<file path="config.mk">
export PLATFORM = sky130hd
export DESIGN_NAME = issue_wakeup_window
export DESIGN_NICKNAME = d
export VERILOG_FILES = /design/src/rtl/wakeup_pkg.sv /design/src/rtl/tag_match.sv /design/src/rtl/alloc_pick.sv /design/src/rtl/window_entry.sv /design/src/rtl/issue_wakeup_window.sv
export SDC_FILE = /design/constraint.sdc
export NUM_CORES = 1
export LEC_CHECK = 0
export BUFFER_PORTS_ARGS = -buffer_cell sky130_fd_sc_hd__buf_2
export CORE_MARGIN = 2
export CORE_UTILIZATION = 45
export CTS_CLUSTER_DIAMETER = 40
export CTS_CLUSTER_SIZE = 25
export DETAILED_ROUTE_END_ITERATION = 10
export GPL_ROUTABILITY_DRIVEN = 0
export HOLD_SLACK_MARGIN = 0.05
export SLEW_MARGIN = 20
export SYNTH_ARGS = -nofsm -noshare
export SYNTH_HDL_FRONTEND = slang
export SYNTH_SLANG_ARGS = --single-unit
export TNS_END_PERCENT = 20
</file>
<file path="constraint.sdc">
create_clock -name clk_i -period 4.29 [get_ports clk_i]
set_clock_uncertainty 0.05 [all_clocks]
set_input_delay 0.2145 -clock clk_i [delete_from_list [all_inputs] [get_ports clk_i]]
set_output_delay 0.2145 -clock clk_i [all_outputs]
set_load 0.005 [all_outputs]
</file>
<file path="src/rtl/wakeup_pkg.sv">
package wakeup_pkg;
  localparam int unsigned OPS = 2;
  typedef enum logic {OP_SRC0 = 1'b0, OP_SRC1 = 1'b1} op_sel_e;
endpackage

</file>
<file path="src/rtl/tag_match.sv">
module tag_match #(
  parameter int unsigned IW    = 4,
  parameter int unsigned TAG_W = 7
) (
  input  logic                en_i,
  input  logic [TAG_W-1:0]    tag_i,
  input  logic [IW-1:0]       bc_valid_i,
  input  logic [IW*TAG_W-1:0] bc_tag_i,
  output logic                hit_o
);
  logic [IW-1:0] bus_hit;

  for (genvar k = 0; k < IW; k++) begin : g_bus
    assign bus_hit[k] = bc_valid_i[k] && (bc_tag_i[k*TAG_W +: TAG_W] == tag_i);
  end

  assign hit_o = en_i && (|bus_hit);
endmodule

</file>
<file path="src/rtl/alloc_pick.sv">
module alloc_pick #(
  parameter int unsigned ENTRIES = 16,
  localparam int unsigned IDX_W  = $clog2(ENTRIES)
) (
  input  logic [ENTRIES-1:0] busy_i,
  output logic               free_o,
  output logic [IDX_W-1:0]   idx_o,
  output logic [ENTRIES-1:0] onehot_o
);
  always_comb begin
    idx_o = '0;
    for (int i = ENTRIES - 1; i >= 0; i--) begin
      if (!busy_i[i]) idx_o = IDX_W'(i);
    end
    free_o   = ~&busy_i;
    onehot_o = '0;
    if (free_o) onehot_o[idx_o] = 1'b1;
  end
endmodule

</file>
<file path="src/rtl/window_entry.sv">
module window_entry
  import wakeup_pkg::*;
#(
  parameter int unsigned IW    = 4,
  parameter int unsigned TAG_W = 7
) (
  input  logic                  clk_i,
  input  logic                  rst_ni,
  input  logic [IW-1:0]         bc_valid_i,
  input  logic [IW*TAG_W-1:0]   bc_tag_i,
  input  logic                  load_i,
  input  logic [OPS*TAG_W-1:0]  ld_tag_i,
  input  logic [OPS-1:0]        ld_rdy_i,
  input  logic                  grant_i,
  output logic                  valid_o,
  output logic                  req_o
);
  logic                 valid_q;
  logic [OPS-1:0]       rdy_q, hit, rdy_now;
  logic [OPS*TAG_W-1:0] tag_q;

  for (genvar op = 0; op < OPS; op++) begin : g_op
    tag_match #(.IW(IW), .TAG_W(TAG_W)) u_match (
      .en_i      (valid_q),
      .tag_i     (tag_q[op*TAG_W +: TAG_W]),
      .bc_valid_i(bc_valid_i),
      .bc_tag_i  (bc_tag_i),
      .hit_o     (hit[op])
    );
    assign rdy_now[op] = rdy_q[op] | hit[op];
  end

  assign req_o   = valid_q && (&rdy_now);
  assign valid_o = valid_q;

  always_ff @(posedge clk_i or negedge rst_ni) begin
    if (!rst_ni) begin
      valid_q <= 1'b0;
      rdy_q   <= '0;
      tag_q   <= '0;
    end else if (load_i) begin
      valid_q <= 1'b1;
      rdy_q   <= ld_rdy_i;
      tag_q   <= ld_tag_i;
    end else begin
      rdy_q <= rdy_now;
      if (grant_i && req_o) valid_q <= 1'b0;
    end
  end

  assert_free_after_grant_R7: assert property (@(posedge clk_i) disable iff (!rst_ni)
    (grant_i && req_o && !load_i) |=> !valid_o);
  assert_grant_needs_req_R7: assert property (@(posedge clk_i) disable iff (!rst_ni)
    (valid_o && !(grant_i && req_o) && !load_i) |=> valid_o);
  assert_wake_held_R2: assert property (@(posedge clk_i) disable iff (!rst_ni)
    (valid_o && (&rdy_now) && !load_i) |=> (&rdy_q));
  assert_idle_quiet_R10: assert property (@(posedge clk_i) disable iff (!rst_ni)
    (!valid_o && !load_i) |=> !req_o);
endmodule

</file>
<file path="src/rtl/issue_wakeup_window.sv">
module issue_wakeup_window
  import wakeup_pkg::*;
#(
  parameter int unsigned ENTRIES  = 16,
  parameter int unsigned IW       = 4,
  parameter int unsigned TAG_W    = 7,
  parameter int unsigned NULL_TAG = 0,
  localparam int unsigned IDX_W   = $clog2(ENTRIES)
) (
  input  logic                  clk_i,
  input  logic                  rst_ni,
  input  logic                  disp_valid_i,
  input  logic [2*TAG_W-1:0]    disp_tag_i,
  input  logic [1:0]            disp_rdy_i,
  output logic                  disp_ready_o,
  output logic [IDX_W-1:0]      disp_idx_o,
  input  logic [IW-1:0]         bc_valid_i,
  input  logic [IW*TAG_W-1:0]   bc_tag_i,
  input  logic [ENTRIES-1:0]    grant_i,
  output logic [ENTRIES-1:0]    valid_o,
  output logic [ENTRIES-1:0]    req_o
);
  logic [ENTRIES-1:0] slot_1h, load;
  logic [OPS-1:0]     in_hit, in_rdy;
  logic               disp_fire;

  alloc_pick #(.ENTRIES(ENTRIES)) u_alloc (
    .busy_i  (valid_o),
    .free_o  (disp_ready_o),
    .idx_o   (disp_idx_o),
    .onehot_o(slot_1h)
  );

  assign disp_fire = disp_valid_i && disp_ready_o;
  assign load      = disp_fire ? slot_1h : '0;

  // incoming tags see this cycle's broadcasts too
  for (genvar op = 0; op < OPS; op++) begin : g_in
    tag_match #(.IW(IW), .TAG_W(TAG_W)) u_in_match (
      .en_i      (disp_valid_i),
      .tag_i     (disp_tag_i[op*TAG_W +: TAG_W]),
      .bc_valid_i(bc_valid_i),
      .bc_tag_i  (bc_tag_i),
      .hit_o     (in_hit[op])
    );
    assign in_rdy[op] = disp_rdy_i[op] || in_hit[op] ||
                        (disp_tag_i[op*TAG_W +: TAG_W] == TAG_W'(NULL_TAG));
  end

  for (genvar i = 0; i < ENTRIES; i++) begin : g_slot
    window_entry #(.IW(IW), .TAG_W(TAG_W)) u_entry (
      .clk_i     (clk_i),
      .rst_ni    (rst_ni),
      .bc_valid_i(bc_valid_i),
      .bc_tag_i  (bc_tag_i),
      .load_i    (load[i]),
      .ld_tag_i  (disp_tag_i),
      .ld_rdy_i  (in_rdy),
      .grant_i   (grant_i[i]),
      .valid_o   (valid_o[i]),
      .req_o     (req_o[i])
    );
  end

  assert_alloc_onehot_R8: assert property (@(posedge clk_i) disable iff (!rst_ni)
    $onehot0(load));
  assert_alloc_lands_R8: assert property (@(posedge clk_i) disable iff (!rst_ni)
    disp_fire |=> valid_o[$past(disp_idx_o)]);
  assert_full_blocks_R9: assert property (@(posedge clk_i) disable iff (!rst_ni)
    (&valid_o) |-> (!disp_ready_o && load == '0));
  assert_req_valid_R4: assert property (@(posedge clk_i) disable iff (!rst_ni)
    (req_o & ~valid_o) == '0);
endmodule

</file>
==> flow_summary.ini <==
[run_status]
status = finished clean

[logic_synthesis]
synth_area_per_cell_um2 = 9.350
synth_xor_area_frac = 0.3479
synth.ff_latch_count = 272
synth_mux_area_frac = 0.1245
yosys_warnings = 0
syn-cell-area_um2 = 23960
yosys.area_share.simple = 0.1230
synth.area.top_cells = xnor2_1 (30%), dfrtp_1 (28%), mux2_2 (9.8%), nand4_1 (6.6%), xor2_1 (4.8%)
yosysTopAreaCell = xnor2_1
synth_most_common_cell = xnor2_1
async_flop_share = 1.000
synth_top_family_by_area = XOR/XNOR gates
synth_ff_type = dfrtp_1
synthAdderAreaFrac = 0
netlist.area_leader.share = 0.2997
synthTopCellsByCount = xnor2_1 (820), dfrtp_1 (272), nand4_1 (254)
ys_seq_area_frac = 0.2840
synth-compound-area-share = 0.02605
synth.distinct_cells = 57
synthCells = 2563
synth_nets = 2630
synth-edff-count = 0

[clock_tree]
htreeDepth = 2
ctsRootBufferMaster = clkbuf_16
clock_sinks = 272
clk_pin_slew_ps = 60
cts_buffer_depth = 3
numCtsBuffers = 53
clock_latency_ps = 620
cts_tree = yes

[global_routing]
globalRouteOverflowTotal = 0
grt_pass1_vias = 18882
grt_max_degree = 98
gr-usage-all-layers = 0.2927
grt_pass1_wl_um = 122400
antenna_found_initial = 2

[route]
drtIter0Drc = 1620
drtAntennaViolNets = 0
drc = 0
dr_wl_met3_um = 6854
dr.max_layer_used = met4
route.met2.wl_um = 37350
num_vias = 18705
dr.pass1.iters = 5
routed_via_density = 5.999
wl_um = 82490
drt-met1-wl_um = 33500
drt-wirelength-per-cell_um = 26.46

[finish]
post-route-util = 0.4965
final_nets = 2450
n_fill_cell = 4701
syn2layout_area_growth_pct = 9.101
drive_gt1_frac = 0.2241
area.sequential_um2 = 6807
multi_input_area_um2 = 14900

[job]
drv_cap = 0

[worst_setup_path]
critPathBufInv = 1
endpoint_kind = primary output
arrival_ps = 2920
slowest_stage = nor4_1
worstPathCellList = xnor2_1 -> nand4_1 -> nor2_1 -> nor4_1 -> o21ai_0 -> and3_1 -> buf_2
crit_required_ps = 4030
cp_slowest_stage_delay_ps = 900
crit_type = flop to primary output
startpoint_type = flop
crit_fanout = 5
crit_family = simple AND/OR/NAND/NOR gates

[sta]
worst_pin_slew_ps = 1221
hold_ws_ps = 80.97
setup_viol = 0
rsz0062_at_grt = no
final.min_clock_period_ps = 3183
hold_viol_final = 0
setup_tns_ps = 0
finalCritPeriodShare = 0.7419
slew_viol_final = 0
clock.fmax_mhz = 314.2
slew_headroom = 0.1860

[place]
io_buffers = 103
hpwl_um = 52240

[die]
num_rows = 84
core_area_um2 = 52660
dieArea_um2 = 55110
die_h_um = 234.8
die_x_um = 234.8
start_util = 0.4551
ios = 104

[power]
p_per_area_nw_per_um2 = 492.8
ir_drop_mv = 0.2451
power.leakage_nw = 9.953

[hold_path]
hold_path.class = input pin to flop
==> sequential cells by signal, summed over array words and instances (netlist names) <==
signal                  cells
g_slot.u_entry.valid_o     16
g_slot.u_entry.tag_q      224
g_slot.u_entry.rdy_q       32
==> routing by layer <==
layer	global-route usage	vias up
li1	-	8026
met3	0.04934	333
met4	0.1640	0
met1	0.3744	9321
met5	0	-
met2	0.4691	1025
==> logic make-up (layout without fill, tap and decap cells) <==
logic type / Yosys count / count (layout)
muxes: 253 / 253
xor gates and xnor gates: 952 / 952
DFF: 272 / 272
and+or+nand+nor: 505 / 505
other: 0 / 2
buffers and inverters: 491 / 356
AOI/OAI and AO/OA: 90 / 90
==> final cells by class <==
| class | instances | share of cell area |
|---|---|---|
| Inverter | 56 | 0.008136 |
| Clock buffer | 65 | 0.05561 |
| Antenna cell | 2 | 0.0001914 |
| Clock inverter | 35 | 0.01689 |
| Timing Repair Buffer | 200 | 0.05599 |
| Tap cell | 688 | 0.03292 |
| Sequential cell | 272 | 0.2603 |
| Multi-Input combinational cell | 1800 | 0.5699 |
==> layout by cell type (no fill, tap or decap), types with 13 or more instances in the layout <==
master         count
a221oi_1          13
and3_1            16
buf_12            13
buf_2            102
buf_4             65
clkbuf_16         55
dfrtp_1          272
dlygate4sd3_1     19
inv_1             55
mux2_2           208
mux2_4            36
nand4_1          254
nor2_1           135
nor4_1            51
o21ai_0           40
xnor2_1          820
xor2_1           132
==> power breakdown <==
part	total (mW)	leakage (nW)	internal [mW]	switching, mW
clock network	4.46	0.899	2.86	1.59
registers	4.26	3.53	3.12	1.13
logic	4.17	5.52	2.27	1.90
==> per-stage QoR <==
stage / power (mW) / cells / instance area (um2) / setup WS [ps]
floorplan: 7.605 / 2563 / 23960 / 2031
CTS: 12.89 / 3116 / 26140 / 1199
finish: 12.88 / 3118 / 26150 / 1107
detailed placement: 8.400 / 2997 / 24050 / 1289
global placement: 8.272 / 2997 / 24050 / 1344
global route: 13.46 / 3116 / 26140 / 1099
==> repair_timing <==
action,in CTS,in global routing
resized for setup,0,0
buffers inserted,0,0
endpoints found under the hold margin,103,0
hold buffers,19,0
==> path summary, 6_finish.rpt <==
kind                                        startpoint  depth (start not counted)                           to  slack (ps)
hold reg to reg             g_slot[1].u_entry.rdy_q[1]                          2   g_slot[1].u_entry.rdy_q[1]         500
max in group asynchronous                       rst_ni                          3  g_slot[15].u_entry.tag_q[4]        2910
setup reg to reg             g_slot[0].u_entry.valid_o                          6  g_slot[15].u_entry.rdy_q[1]        1420
setup / recovery           g_slot[13].u_entry.tag_q[4]                          7                    req_o[13]        1110
min in group asynchronous                       rst_ni                          2   g_slot[9].u_entry.rdy_q[0]         160
hold / removal                           disp_tag_i[3]                          2   g_slot[7].u_entry.tag_q[3]          80
Power figures use the tool's default switching activity.
